<file path="config.mk">
export PLATFORM = sky130hd
export DESIGN_NAME = a429_rx
export DESIGN_NICKNAME = d
export VERILOG_FILES = /design/src/rtl/a429_rx_pkg.sv /design/src/rtl/a429_rx_sampler.sv /design/src/rtl/a429_rx_bitdet.sv /design/src/rtl/a429_rx_gap.sv /design/src/rtl/a429_rx.sv
export SDC_FILE = /design/constraint.sdc
export NUM_CORES = 1
export LEC_CHECK = 0
export CORE_MARGIN = 4
export CORE_UTILIZATION = 47
export DETAILED_ROUTE_END_ITERATION = 10
export PLACE_DENSITY_LB_ADDON = 0.25
export SLEW_MARGIN = 0
export SYNTH_ARGS = -nofsm -noshare
export SYNTH_HDL_FRONTEND = slang
export SYNTH_SLANG_ARGS = --single-unit
</file>
<file path="constraint.sdc">
create_clock -name clk_i -period 2.9 [get_ports clk_i]
set_input_delay 0.435 -clock clk_i [delete_from_list [all_inputs] [get_ports clk_i]]
set_output_delay 0.435 -clock clk_i [all_outputs]
set_load 0.02 [all_outputs]
</file>
<file path="src/rtl/a429_rx_pkg.sv">
package a429_rx_pkg;
  localparam int WORD_BITS = 32;
  localparam int SR_LEN    = 10;
  localparam int QUAL      = 3;
  localparam int LO_DIV    = 8;
  localparam int SPC_MIN   = 8;
  localparam int SPC_MAX   = 12;
  localparam int GAP_TICK  = 10;
  localparam int GAP_NEED  = 3;

  typedef enum logic [0:0] {
    ST_GAP  = 1'b0,
    ST_WORD = 1'b1
  } rx_state_e;
endpackage

</file>
<file path="src/rtl/a429_rx_sampler.sv">
module a429_rx_sampler
  import a429_rx_pkg::*;
#(
  parameter int SR_W   = SR_LEN,
  parameter int Q_W    = QUAL,
  parameter int DIV_LO = LO_DIV
) (
  input  logic              clk_i,
  input  logic              rst_ni,
  input  logic              rate_lo_i,
  input  logic              one_i,
  input  logic              zero_i,
  input  logic              null_i,
  output logic              upd_o,
  output logic [2*Q_W-1:0]  one_sr_o,
  output logic [2*Q_W-1:0]  zero_sr_o,
  output logic [SR_W-1:0]   null_sr_o
);
  localparam int DW = (DIV_LO > 1) ? $clog2(DIV_LO) : 1;
  localparam int LW = 2 * Q_W;

  logic [DW-1:0] div_q;
  logic          div_end, smp;

  assign div_end = (div_q == DW'(DIV_LO - 1));
  assign smp     = rate_lo_i ? div_end : 1'b1;

  always_ff @(posedge clk_i or negedge rst_ni) begin
    if (!rst_ni) begin
      div_q     <= '0;
      upd_o     <= 1'b0;
      one_sr_o  <= '0;
      zero_sr_o <= '0;
      null_sr_o <= '0;
    end else begin
      div_q <= div_end ? '0 : div_q + 1'b1;
      upd_o <= smp;
      if (smp) begin
        one_sr_o  <= {one_sr_o[LW-2:0], one_i};
        zero_sr_o <= {zero_sr_o[LW-2:0], zero_i};
        null_sr_o <= {null_sr_o[SR_W-2:0], null_i};
      end
    end
  end

  a_r2_lo_rate_gap: assert property (@(posedge clk_i) disable iff (!rst_ni)
    (upd_o && rate_lo_i) |=> !upd_o);
  a_r2_hi_rate_every: assert property (@(posedge clk_i) disable iff (!rst_ni)
    !rate_lo_i |=> upd_o);
endmodule

</file>
<file path="src/rtl/a429_rx_bitdet.sv">
module a429_rx_bitdet
  import a429_rx_pkg::*;
#(
  parameter int Q_W = QUAL
) (
  input  logic             upd_i,
  input  logic [2*Q_W-1:0] one_sr_i,
  input  logic [2*Q_W-1:0] zero_sr_i,
  input  logic [Q_W-1:0]   null_lo_i,
  output logic             det_o,
  output logic             bit_o
);
  logic tail_null, hit_one, hit_zero;

  // pulse of Q_W samples, then Q_W clean null samples
  assign tail_null = &null_lo_i;
  assign hit_one   = (&one_sr_i[2*Q_W-1:Q_W]) && !(|one_sr_i[Q_W-1:0]) && tail_null;
  assign hit_zero  = (&zero_sr_i[2*Q_W-1:Q_W]) && !(|zero_sr_i[Q_W-1:0]) && tail_null;

  assign det_o = upd_i && (hit_one || hit_zero);
  assign bit_o = hit_one;
endmodule

</file>
<file path="src/rtl/a429_rx_gap.sv">
module a429_rx_gap
  import a429_rx_pkg::*;
#(
  parameter int SR_W  = SR_LEN,
  parameter int Q_W   = QUAL,
  parameter int TICK  = GAP_TICK,
  parameter int NEED  = GAP_NEED
) (
  input  logic            clk_i,
  input  logic            rst_ni,
  input  logic            upd_i,
  input  logic            wait_i,
  input  logic [SR_W-1:0] null_sr_i,
  output logic            arm_o
);
  localparam int HALF = SR_W / 2;
  localparam int TW   = (TICK > 1) ? $clog2(TICK) : 1;
  localparam int GW   = (NEED > 1) ? $clog2(NEED) : 1;

  logic [TW-1:0] tcnt_q;
  logic [GW-1:0] gcnt_q;
  logic          lo_run, hi_run, tick_hit, quiet;

  always_comb begin
    lo_run = 1'b0;
    hi_run = 1'b0;
    for (int i = 0; i <= HALF - Q_W; i++) begin
      lo_run = lo_run | (&null_sr_i[i +: Q_W]);
      hi_run = hi_run | (&null_sr_i[HALF + i +: Q_W]);
    end
  end

  assign quiet    = lo_run && hi_run;
  assign tick_hit = (tcnt_q == TW'(TICK - 1));
  assign arm_o    = wait_i && upd_i && tick_hit && quiet && (gcnt_q == GW'(NEED - 1));

  always_ff @(posedge clk_i or negedge rst_ni) begin
    if (!rst_ni) begin
      tcnt_q <= '0;
      gcnt_q <= '0;
    end else if (!wait_i) begin
      tcnt_q <= '0;
      gcnt_q <= '0;
    end else if (upd_i) begin
      if (tick_hit) begin
        tcnt_q <= '0;
        if (!quiet || gcnt_q == GW'(NEED - 1)) gcnt_q <= '0;
        else                                   gcnt_q <= gcnt_q + 1'b1;
      end else begin
        tcnt_q <= tcnt_q + 1'b1;
      end
    end
  end

  a_r6_arm_leaves_wait: assert property (@(posedge clk_i) disable iff (!rst_ni)
    arm_o |=> !wait_i);
  a_r6_gcnt_bound: assert property (@(posedge clk_i) disable iff (!rst_ni)
    gcnt_q <= GW'(NEED - 1));
endmodule

</file>
<file path="src/rtl/a429_rx.sv">
module a429_rx
  import a429_rx_pkg::*;
#(
  parameter int W_BITS = WORD_BITS,
  parameter int SR_W   = SR_LEN,
  parameter int Q_W    = QUAL,
  parameter int DIV_LO = LO_DIV,
  parameter int S_MIN  = SPC_MIN,
  parameter int S_MAX  = SPC_MAX,
  parameter int TICK   = GAP_TICK,
  parameter int NEED   = GAP_NEED
) (
  input  logic              clk_i,
  input  logic              rst_ni,
  input  logic              rate_lo_i,
  input  logic              self_test_i,
  input  logic              lvl_one_i,
  input  logic              lvl_zero_i,
  input  logic              lvl_null_i,
  input  logic              tx_one_i,
  input  logic              tx_zero_i,
  output logic              eos_o,
  output logic [W_BITS-1:0] word_o
);
  localparam int CW = $clog2(W_BITS);
  localparam int SW = $clog2(S_MAX + 1);

  logic             one_s, zero_s, null_s;
  logic             upd, det, det_bit, arm;
  logic [2*Q_W-1:0] one_sr, zero_sr;
  logic [SR_W-1:0]  null_sr;

  rx_state_e          state_q;
  logic [CW-1:0]      bit_cnt_q;
  logic [SW-1:0]      spc_q;
  logic [W_BITS-1:0]  data_q;
  logic               done_q;
  logic               spc_bad, spc_late, last_bit;

  assign one_s  = self_test_i ? tx_one_i  : lvl_one_i;
  assign zero_s = self_test_i ? tx_zero_i : lvl_zero_i;
  assign null_s = self_test_i ? !(tx_one_i || tx_zero_i) : lvl_null_i;

  a429_rx_sampler #(.SR_W(SR_W), .Q_W(Q_W), .DIV_LO(DIV_LO)) i_sampler (
    .clk_i     (clk_i),
    .rst_ni    (rst_ni),
    .rate_lo_i (rate_lo_i),
    .one_i     (one_s),
    .zero_i    (zero_s),
    .null_i    (null_s),
    .upd_o     (upd),
    .one_sr_o  (one_sr),
    .zero_sr_o (zero_sr),
    .null_sr_o (null_sr)
  );

  a429_rx_bitdet #(.Q_W(Q_W)) i_bitdet (
    .upd_i     (upd),
    .one_sr_i  (one_sr),
    .zero_sr_i (zero_sr),
    .null_lo_i (null_sr[Q_W-1:0]),
    .det_o     (det),
    .bit_o     (det_bit)
  );

  a429_rx_gap #(.SR_W(SR_W), .Q_W(Q_W), .TICK(TICK), .NEED(NEED)) i_gap (
    .clk_i     (clk_i),
    .rst_ni    (rst_ni),
    .upd_i     (upd),
    .wait_i    (state_q == ST_GAP),
    .null_sr_i (null_sr),
    .arm_o     (arm)
  );

  // spc_q counts samples since the last accepted bit, so spacing = spc_q + 1
  assign spc_bad  = (bit_cnt_q != '0) &&
                    (spc_q < SW'(S_MIN - 1) || spc_q > SW'(S_MAX - 1));
  assign spc_late = (bit_cnt_q != '0) && (spc_q >= SW'(S_MAX - 1));
  assign last_bit = (bit_cnt_q == CW'(W_BITS - 1));

  always_ff @(posedge clk_i or negedge rst_ni) begin
    if (!rst_ni) begin
      state_q   <= ST_GAP;
      bit_cnt_q <= '0;
      spc_q     <= '0;
      data_q    <= '0;
      done_q    <= 1'b0;
      eos_o     <= 1'b0;
      word_o    <= '0;
    end else begin
      done_q <= 1'b0;
      eos_o  <= done_q;
      if (done_q) word_o <= {~^data_q, data_q[W_BITS-2:0]};
      unique case (state_q)
        ST_GAP: begin
          if (arm) begin
            state_q   <= ST_WORD;
            bit_cnt_q <= '0;
            spc_q     <= '0;
          end
        end
        ST_WORD: begin
          if (upd) begin
            if (det) begin
              if (spc_bad) begin
                state_q   <= ST_GAP;
                bit_cnt_q <= '0;
              end else begin
                data_q[bit_cnt_q] <= det_bit;
                spc_q             <= '0;
                if (last_bit) begin
                  state_q   <= ST_GAP;
                  bit_cnt_q <= '0;
                  done_q    <= 1'b1;
                end else begin
                  bit_cnt_q <= bit_cnt_q + 1'b1;
                end
              end
            end else if (spc_late) begin
              state_q   <= ST_GAP;
              bit_cnt_q <= '0;
            end else if (spc_q != SW'(S_MAX)) begin
              spc_q <= spc_q + 1'b1;
            end
          end
        end
        default: state_q <= ST_GAP;
      endcase
    end
  end

  a_r7_eos_single: assert property (@(posedge clk_i) disable iff (!rst_ni)
    eos_o |=> !eos_o);
  a_r7_eos_after_word: assert property (@(posedge clk_i) disable iff (!rst_ni)
    eos_o |-> $past(state_q == ST_WORD, 2));
  a_r6_arm_on_quiet_line: assert property (@(posedge clk_i) disable iff (!rst_ni)
    ($past(state_q) == ST_GAP && state_q == ST_WORD) |-> $past(null_sr[0] || null_sr[SR_W-1]));
  a_r4_count_on_sample: assert property (@(posedge clk_i) disable iff (!rst_ni)
    (bit_cnt_q != $past(bit_cnt_q)) |-> $past(upd));
endmodule

</file>
Word level (Yosys, flattened, before mapping)
Cells that the tools add are included.
{ "op_classes": {"n_addsub": 5, "magnitude_cmp": 5, "n_eq_ne": 11, "mux": 41, "bitwise": 6, "n_reduce_logical": 39} }
{ "op_table": {"columns": ["cell", "count"], "rows": [
  ["$mux 4", 9],
  ["$bwmux 32", 1],
  ["$reduce_xnor 32->1", 1],
  ["$mux 5", 6],
  ["$reduce_and 3->1", 9],
  ["$mux 1", 16],
  ["$logic_and 1x1->1", 13],
  ["$pmux 5 s2", 1],
  ["$add 4x1->4 const B", 2],
  ["$mux 2", 4],
  ["$pmux 4 s2", 1],
  ["$lt 5x6->1 const B", 1],
  ["$ne 3x2->1 const B", 2],
  ["$ne 3x3->1 const B", 2],
  ["$reduce_or 3->1", 2],
  ["$add 5x1->5 const B", 1],
  ["$demux 1 s5", 1],
  ["$eq 5x5->1 const B", 1],
  ["$ge 5x1->1 const B", 1],
  ["$reduce_and 5->1", 1],
  ["$reduce_bool 5->1", 1],
  ["$eq 4x4->1 const B", 1],
  ["$ge 4x4->1 const B", 1],
  ["$gt 4x4->1 const B", 1],
  ["17 further kinds", 28]
]} }
{ "word_totals": {"reg_bits": 108, "in_bits": 9, "out_inout_bits": 33, "word_cells": 121} }

Logic depth before layout (Yosys ltp)
Gate-level depths: netlist of run 1.
{ "depth": {"ltp_word": 10, "depth_mapped": 9, "ltp_nobuf": 8} }

Cells and area by module
From an unflattened synthesis of run 1, not the netlist that was laid out.
{ "hier_totals": {"cells_unflattened": 402, "hier_area_um2": 5161.2} }
{ "modules_own_cells": {"columns": ["module", "instances", "cells_per_inst", "area_per_inst_um2", "seq_area_each_um2"], "rows": [
  ["a429_rx", 1, 300, 3649.8, 1901.8],
  ["a429_rx_sampler", 1, 55, 1063.5, 650.6],
  ["a429_rx_gap", 1, 39, 384.1, 150.1],
  ["a429_rx_bitdet", 1, 8, 63.8, 0.0]
]} }

Least setup slack after synthesis of run 1
No wires, ideal clock.
{ "synth_timing": {"path_kind": "register to register", "start": "reg bit_cnt_q[0]", "end": "reg spc_q[1]", "setup_time_ns": 0.069, "arrival_ns": 2.043, "t_required_ns": 2.831, "setup_slack_ns": 0.788, "path_stages_with_launch": 9, "path_buffers": 0, "period_less_slack_ns": 2.112, "path_cell_list": "dfrtp_1 inv_1 ha_1 nor4b_4 o31ai_1 or3_4 o21a_1 or4_1 nand3_1"} }
{ "synth_via": {"elab_chain_len": 4, "elab_cells_between_ends": 6, "cone_classes": "2 x eq/ne; 4 x reduce/logical"} }
{ "synth_rtl": {"columns": ["item", "line_no", "text"], "rows": [
  ["start, declared", "a429_rx.sv:34", "logic [CW-1:0] bit_cnt_q;"],
  ["start signal, assigned", "a429_rx.sv:116", "bit_cnt_q <= bit_cnt_q + 1'b1;"],
  ["$reduce_bool 5->1 *", "a429_rx.sv:76, a429_rx.sv:78", null],
  ["$logic_and 1x1->1, on equally long branches", "a429_rx.sv:76, a429_rx.sv:78", null],
  ["$ne 3x3->1 (no line)", null, null],
  ["$reduce_and 5->1 (no line) *", null, null],
  ["end signal, assigned", "a429_rx.sv:123", "spc_q <= spc_q + 1'b1;"],
  ["end, declared", "a429_rx.sv:35", "logic [SW-1:0] spc_q;"]
]} }
Every way passes the cells marked *; elsewhere a longest branch is shown, timed or not.
A chain may end at the register's enable or synchronous reset.

Final worst setup path of run 1
{ "layout_timing": {"start": "reg bit_cnt_q[0]", "end": "reg data_q[14]"} }
{ "layout_via": {"elab_chain_len": 5, "elab_cells_between_ends": 10, "cone_classes": "2 x order compare; 3 x mux; 1 x bitwise; 4 x reduce/logical"} }
{ "layout_rtl": {"columns": ["item", "line_no", "text"], "rows": [
  ["$lt 5x6->1 (implied by the code) / $ge 5x1->1 (equally long branches)", "a429_rx.sv:109", "data_q[bit_cnt_q] <= det_bit;"],
  ["$logic_and 1x1->1 (implied by the code)", "a429_rx.sv:109", null],
  ["$mux 1 (implied by the code)", "a429_rx.sv:109", null],
  ["$demux 1 s5", "a429_rx.sv:109", null],
  ["$bwmux 32", "a429_rx.sv:109", null],
  ["end signal, assigned by index", "a429_rx.sv:109", null],
  ["end, declared", "a429_rx.sv:36", "logic [W_BITS-1:0] data_q;"]
]} }
Several ways; a longest one is shown, not always the timed one.

==> flow_summary_export.csv, run 1 <==
group,metric,value,unit
clocking,cts_root_buf,"clkbuf_8",
layout,nets,483,
logic_synthesis,ys_warn_count,0,
hold_path,hp-class,"in -> async",
logic_synthesis,async_flop_share,100.0,%
floorplan,rows,37,
logic_synthesis,synth_seq_area_share,53.25,%
layout,multi_input_area,2222,µm²
placement,dp_cells,587,
power,vdd_drop_max,0.0003328,V
layout,regArea,2703,µm²
clocking,htree_levels,3,
clocking,cts_tree,"done",
logic_synthesis,netlist_area,5075,µm²
setup_path,start_kind,"register",
grt,grt_pass1_wl,15350,µm
clocking,clk_latency,0.37,ns
floorplan,core-area,10420,µm²
run,drv_cap,0,
clocking,cts.sinks,108,
sta,holdWs,0.1106,ns
setup_path,crit_path_end_kind,"register",
sta,fin_worst_skew,0.01347,ns
logic_synthesis,synthCells,423,
layout,final_common_cell,"dfrtp_1",
grt,grt_usage,14.59,%
setup_path,reg2regPathDepth,8,
sta,post-route-period-util,88.70,%
setup_path,worstSetupPathType,"reg -> reg",
placement,dp.final_hpwl,6217,µm
layout,layout-drive-gt1-share,19.49,%
sta,final-hold-violation-count,0,
sta,finalSetupViolations,0,
setup_path,arrival,2.83,ns
floorplan,ios,42,
grt,grt_max_degree,55,
clocking,cts_made_buffers,9,
clocking,cts-resized-gates,0,
grt,grt.overflow.total,0,
route,vias,3098,
setup_path,cp_max_fo,8,
placement,gp_congestion,0.7841,
grt,antenna_found_initial,0,
clocking,cts.path.max_buffers,2,
sta,worst_slew_margin_rel,53.94,%
power,power-per-cell-area,489.5,nW/µm²
logic_synthesis,synth_cell_types,47,
sta,tightest_slew,0.6909,ns
layout,area_delta_synth_final,14.67,%
sta,fmax,388.8,MHz
logic_synthesis,synth_edf_count,0,
logic_synthesis,ys_ff_latch,108,
power,p_leak,2.674,nW
layout,layout_common_cells,"dfrtp_1, mux2_2, nand2_1, clkdlybuf4s50_1, mux2_1",
floorplan,die_h,111.9,µm
route,drc,0,
run_status,status,"complete, no violations",
route,dr.pass1.iters,4,
setup_path,cp.required,3.15,ns
layout,instances_no_fill,603,
sta,final.setup.tns,0,ns
route,routedWlPerCell,14.36,µm
floorplan,die-area,12520,µm²
logic_synthesis,synthTopCellsByArea,"dfrtp_1, mux2_2, mux2_1",
grt,grt_pass1_vias,3222,
logic_synthesis,synth_nets,444,
route,vias_per_cell,5.138,
clocking,post-cts-setup-buffer-count,0,
logic_synthesis,synth.avg_cell_area,12.00,µm²
layout,fillers,880,
layout,antenna_cells,0,
route,antenna_left,0,
sta,min_period,2.572,ns
clocking,cts_hold_buffers,0,
route,wirelength,8661,µm
logic_synthesis,ys.flop_type,"dfrtp_1",
sta,slew_violations,0,
sta,grt_setup_unrepaired,"false",
clocking,cts.clk_slew.worst_paths,0.10,ns
route,initialDrtViolationCount,85,
floorplan,fp.dieW,111.9,µm
logic_synthesis,synth_top_area_share,53.25,%
logic_synthesis,yosysTopAreaCell,"dfrtp_1",
floorplan,start_util,48.72,%
placement,portBuffers,41,
## registers in the layout (all words and copies together) (netlist names)
signal,flops
data_q,32
state_q,1
bit_cnt_q,5
spc_q,4
i_sampler.zero_sr_o,6
eos_o,1
i_gap.tcnt_q,4
word_o,32
i_sampler.upd_o,1
i_sampler.one_sr_o,6
i_sampler.div_q,3
done_q,1
i_gap.gcnt_q,2
i_sampler.null_sr_o,10
## critical path: stages (launching register included)
cell     delay (ns)
dfrtp_1        0.42
inv_1          0.12
ha_1           0.20
nor4b_4        0.29
o31ai_1        0.18
nor4_2         0.35
and2_1         0.46
nand2_1        0.13
mux2_1         0.33
## cells in the mapped netlist, types with 2 or more instances
cell      number
a21boi_0       2
clkbuf_1       8
mux2_2        54
a21oi_1        8
o31ai_1        3
nand3_1        8
xor2_1         4
xnor2_1       27
nand2_1       51
inv_1         13
clkbuf_8       2
ha_1          12
mux2_1        29
nor3_1        10
and2_1         6
mux2i_1        5
o21ai_0       16
buf_2          4
and4b_1        2
nor2_1        21
nor3b_1        2
dfrtp_1      108
buf_1          3
nor2b_1        2
## path summary, 6_finish.rpt
check	startpoint	slack [ns]	endpoint
worst max-delay path	bit_cnt_q[0]	0.33	data_q[14]
worst min-delay path	rst_ni	0.11	word_o[14]
worst max register to register	bit_cnt_q[0]	0.33	data_q[14]
worst min register to register	i_sampler.div_q[0]	0.42	i_sampler.div_q[0]
max in group asynchronous	rst_ni	2.06	i_gap.tcnt_q[2]
min in group clk_i	i_sampler.div_q[0]	0.42	i_sampler.div_q[0]
## kinds of logic after synthesis
family                   count (synthesis)  share of synthesized area (%)
buffers and inverters                   32                          3.008
XOR/XNOR                                31                          5.350
AND/OR/NAND/NOR                        114                          11.27
multiplexers                            88                          19.40
AO/OA/AOI/OAI                           38                          4.759
flip-flops                             108                          53.25
adder cells (fa/ha/maj)                 12                          2.959
## through the flow
stage | setup WS (ns) | util [%] | power [W] | area (µm²)
after floorplan | 0.7880 | - | 0.001856 | 5075
after global placement | 0.4982 | 53.85 | 0.001931 | 5609
after detailed placement | 0.3432 | 53.85 | 0.001948 | 5609
after CTS | 0.2931 | 55.87 | 0.002894 | 5819
after global routing | 0.06366 | 55.87 | 0.002999 | 5819
final | 0.3278 | 55.87 | 0.002849 | 5819
## power by group
part | total (W) | leakage, nW | switching (W) | internal, W
sequential | 0.00167 | 1.46 | 0.0000774 | 0.00160
clock | 0.000937 | 0.107 | 0.000522 | 0.000414
combinational | 0.000237 | 1.11 | 0.000116 | 0.000122
## metal layers
metal / vias to the layer above / part of all wire [%] / GRT usage (%)
li1: 1529 / - / -
met1: 1520 / 45 / 18.73
met2: 40 / 50 / 25.14
met3: 9 / 3.5 / 3.261
met4: 0 / 1.1 / 3.569
met5: - / 0 / 0
## area by class of cell
class                           count  area share (%)
Multi-Input combinational cell    283           38.19
Inverter                           13          0.8385
Sequential cell                   108           46.44
Clock inverter                      7           1.484
Tap cell                          136           2.924
Timing Repair Buffer               47           7.998
Clock buffer                        9           2.129
Note: power is estimated with default switching activity, not from simulation.
==> run 2: changes to the inputs <==
--- a/config.mk
+++ b/config.mk
@@ -5,6 +5,7 @@
 export SDC_FILE = /design/constraint.sdc
 export NUM_CORES = 1
 export LEC_CHECK = 0
+export CAP_MARGIN = 20
 export CORE_MARGIN = 4
 export CORE_UTILIZATION = 47
 export DETAILED_ROUTE_END_ITERATION = 10
==> results of run 2 <==
Same layout as run 1: the final DEF is identical, and so are final timing and power.
==> run 3: changes to the inputs <==
--- a/config.mk
+++ b/config.mk
@@ -6,9 +6,11 @@
 export NUM_CORES = 1
 export LEC_CHECK = 0
 export CAP_MARGIN = 20
+export CORE_ASPECT_RATIO = 0.75
 export CORE_MARGIN = 4
 export CORE_UTILIZATION = 47
 export DETAILED_ROUTE_END_ITERATION = 10
+export GPL_ROUTABILITY_DRIVEN = 0
 export PLACE_DENSITY_LB_ADDON = 0.25
 export SLEW_MARGIN = 0
 export SYNTH_ARGS = -nofsm -noshare
==> flow_summary_export.csv, run 3 (same netlist as run 1, synthesis figures left out) <==
group,metric,value,unit
setup_path,cpLargestDelayFamily,"simple AND/OR/NAND/NOR gates",
power,finalPower,0.003098,W
floorplan,rows,32,
clocking,htree_levels,3,
placement,portBuffers,41,
grt,grt_max_degree,60,
clocking,post-cts-setup-buffer-count,0,
setup_path,path_buf_inv,1,
floorplan,start_util,48.75,%
floorplan,fp.dieW,128.0,µm
layout,instances_no_fill,602,
run_status,status,"complete, no violations",
sta,worst_slew_margin_rel,49.59,%
sta,min_period,2.575,ns
run,drv_cap,0,
clocking,cts.sinks,108,
clocking,clk_latency,0.34,ns
setup_path,crit_path_end_kind,"register",
power,power-per-cell-area,525.7,nW/µm²
route,dr.pass1.iters,4,
layout,layout-drive-gt1-share,19.10,%
route,initialDrtViolationCount,216,
clocking,cts.path.max_buffers,2,
setup_path,max_stage_delay,0.46,ns
sta,final-hold-violation-count,0,
route,wl_met2,4234,µm
setup_path,worstSetupPathType,"reg -> reg",
clocking,cts.clk_slew.worst_paths,0.07,ns
sta,slew_violations,0,
sta,fmax,388.4,MHz
grt,grt_usage,16.08,%
placement,dp.final_hpwl,6461,µm
route,vias_per_cell,5.316,
route,wl_met1,4637,µm
clocking,cts_hold_buffers,0,
layout,layout_common_cells,"dfrtp_1, mux2_2, nand2_1, clkdlybuf4s50_1, mux2_1",
sta,grt_setup_unrepaired,"false",
sta,holdWs,0.1598,ns
setup_path,cp.required,3.12,ns
placement,dp_cells,586,
layout,area_delta_synth_final,16.10,%
power,p_leak,2.700,nW
sta,final.setup.tns,0,ns
route,wirelength,9238,µm
grt,grt.overflow.total,0,
setup_path,arrival,2.80,ns
clocking,cts_made_buffers,9,
route,dr_wl_met3,265,µm
layout,nets,482,
floorplan,ios,42,
layout,antenna_cells,0,
route,top_layer,"met4",
setup_path,start_kind,"register",
sta,finalSetupViolations,0,
clocking,cts-resized-gates,0,
floorplan,core-area,10410,µm²
clocking,cts_tree,"done",
route,routedWlPerCell,15.35,µm
route,drc,0,
sta,tightest_slew,0.7562,ns
grt,antenna_found_initial,0,
setup_path,path_cells,"inv_1 -> ha_1 -> nor4b_4 -> o31ai_1 -> nor4_2 -> and2_1 -> nand2_1 -> mux2_1",
route,vias,3200,
grt,grt_pass1_vias,3285,
setup_path,cp_slowest_cell,"and2_1",
setup_path,cp_max_fo,8,
layout,final_common_cell,"dfrtp_1",
sta,fin_worst_skew,0.007731,ns
floorplan,die-area,12540,µm²
sta,post-route-period-util,88.78,%
floorplan,die_h,97.99,µm
layout,reg_top3,"data_q x32, word_o x32, i_sampler.null_sr_o x10",
power,vdd_drop_max,0.0002624,V
hold_path,hp-class,"in -> async",
clocking,cts_root_buf,"clkbuf_16",
grt,grt_pass1_wl,16360,µm
route,antenna_left,0,
-- run 3: changes by cell type in the layout (fill, tap and decap cells not counted), moves of 2 or more --
| cell | delta |
|---|---|
| clkbuf_16 | +9 |
| clkbuf_8 | -6 |
| clkinv_4 | -2 |
| clkinvlp_4 | +2 |
| inv_6 | -2 |
-- run 3: layout make-up --
| class | instances | area, µm² |
|---|---|---|
| inverters | 13 | 48.80 |
| fillers | 867 | 4518 |
| well taps | 136 | 170.2 |
| multi-input cells | 283 | 2222 |
| flip-flops and latches | 108 | 2703 |
| clock inverters | 3 | 20.02 |
| repair buffers | 46 | 457.9 |
| clock buffers | 13 | 270.3 |
-- run 3: worst register-to-register path: cells and delay by family, from the launching register on --
| kind | cells | cell delay, ns |
|---|---|---|
| compound gates | 1 | 0.17 |
| mux | 1 | 0.33 |
| fa+ha+maj | 1 | 0.20 |
| buf+inv | 1 | 0.13 |
| simple gates | 4 | 1.22 |
| flops | 1 | 0.41 |
-- run 3: worst paths after layout --
kind | slack, ns | startpoint | to | cells past startpoint
setup / recovery | 0.33 | bit_cnt_q[0] | data_q[22] | 8
hold / removal | 0.16 | rst_ni | data_q[29] | 1
setup reg to reg | 0.33 | bit_cnt_q[0] | data_q[22] | 8
hold reg to reg | 0.43 | i_sampler.div_q[0] | i_sampler.div_q[0] | 1
min in group clk_i | 0.43 | i_sampler.div_q[0] | i_sampler.div_q[0] | 1
max in group asynchronous | 2.02 | rst_ni | word_o[7] | 2
-- run 3: layer usage --
layer / up-vias / global-route usage, %
met5: - / 0
met3: 6 / 4.155
met4: 0 / 4.976
met2: 44 / 23.29
met1: 1619 / 23.75
li1: 1531 / -
-- run 3: through the flow --
| stage | utilization, % | setup WS (ns) | cell area (µm²) |
|---|---|---|---|
| finish | 56.60 | 0.3253 | 5892 |
| detailed placement | 53.81 | 0.3643 | 5602 |
| global route | 56.60 | 0.08338 | 5892 |
| global placement | 53.81 | 0.4536 | 5602 |
| floorplan | - | 0.7880 | 5075 |
| CTS | 56.60 | 0.3422 | 5892 |
-- run 3: power breakdown --
group | internal, W | leakage, nW | total, W | switching, W
clock | 0.000652 | 0.138 | 0.00117 | 0.000519
sequential | 0.00160 | 1.46 | 0.00168 | 0.0000820
combinational | 0.000123 | 1.10 | 0.000245 | 0.000123
total | 0.00237 | 2.70 | 0.00310 | 0.000724
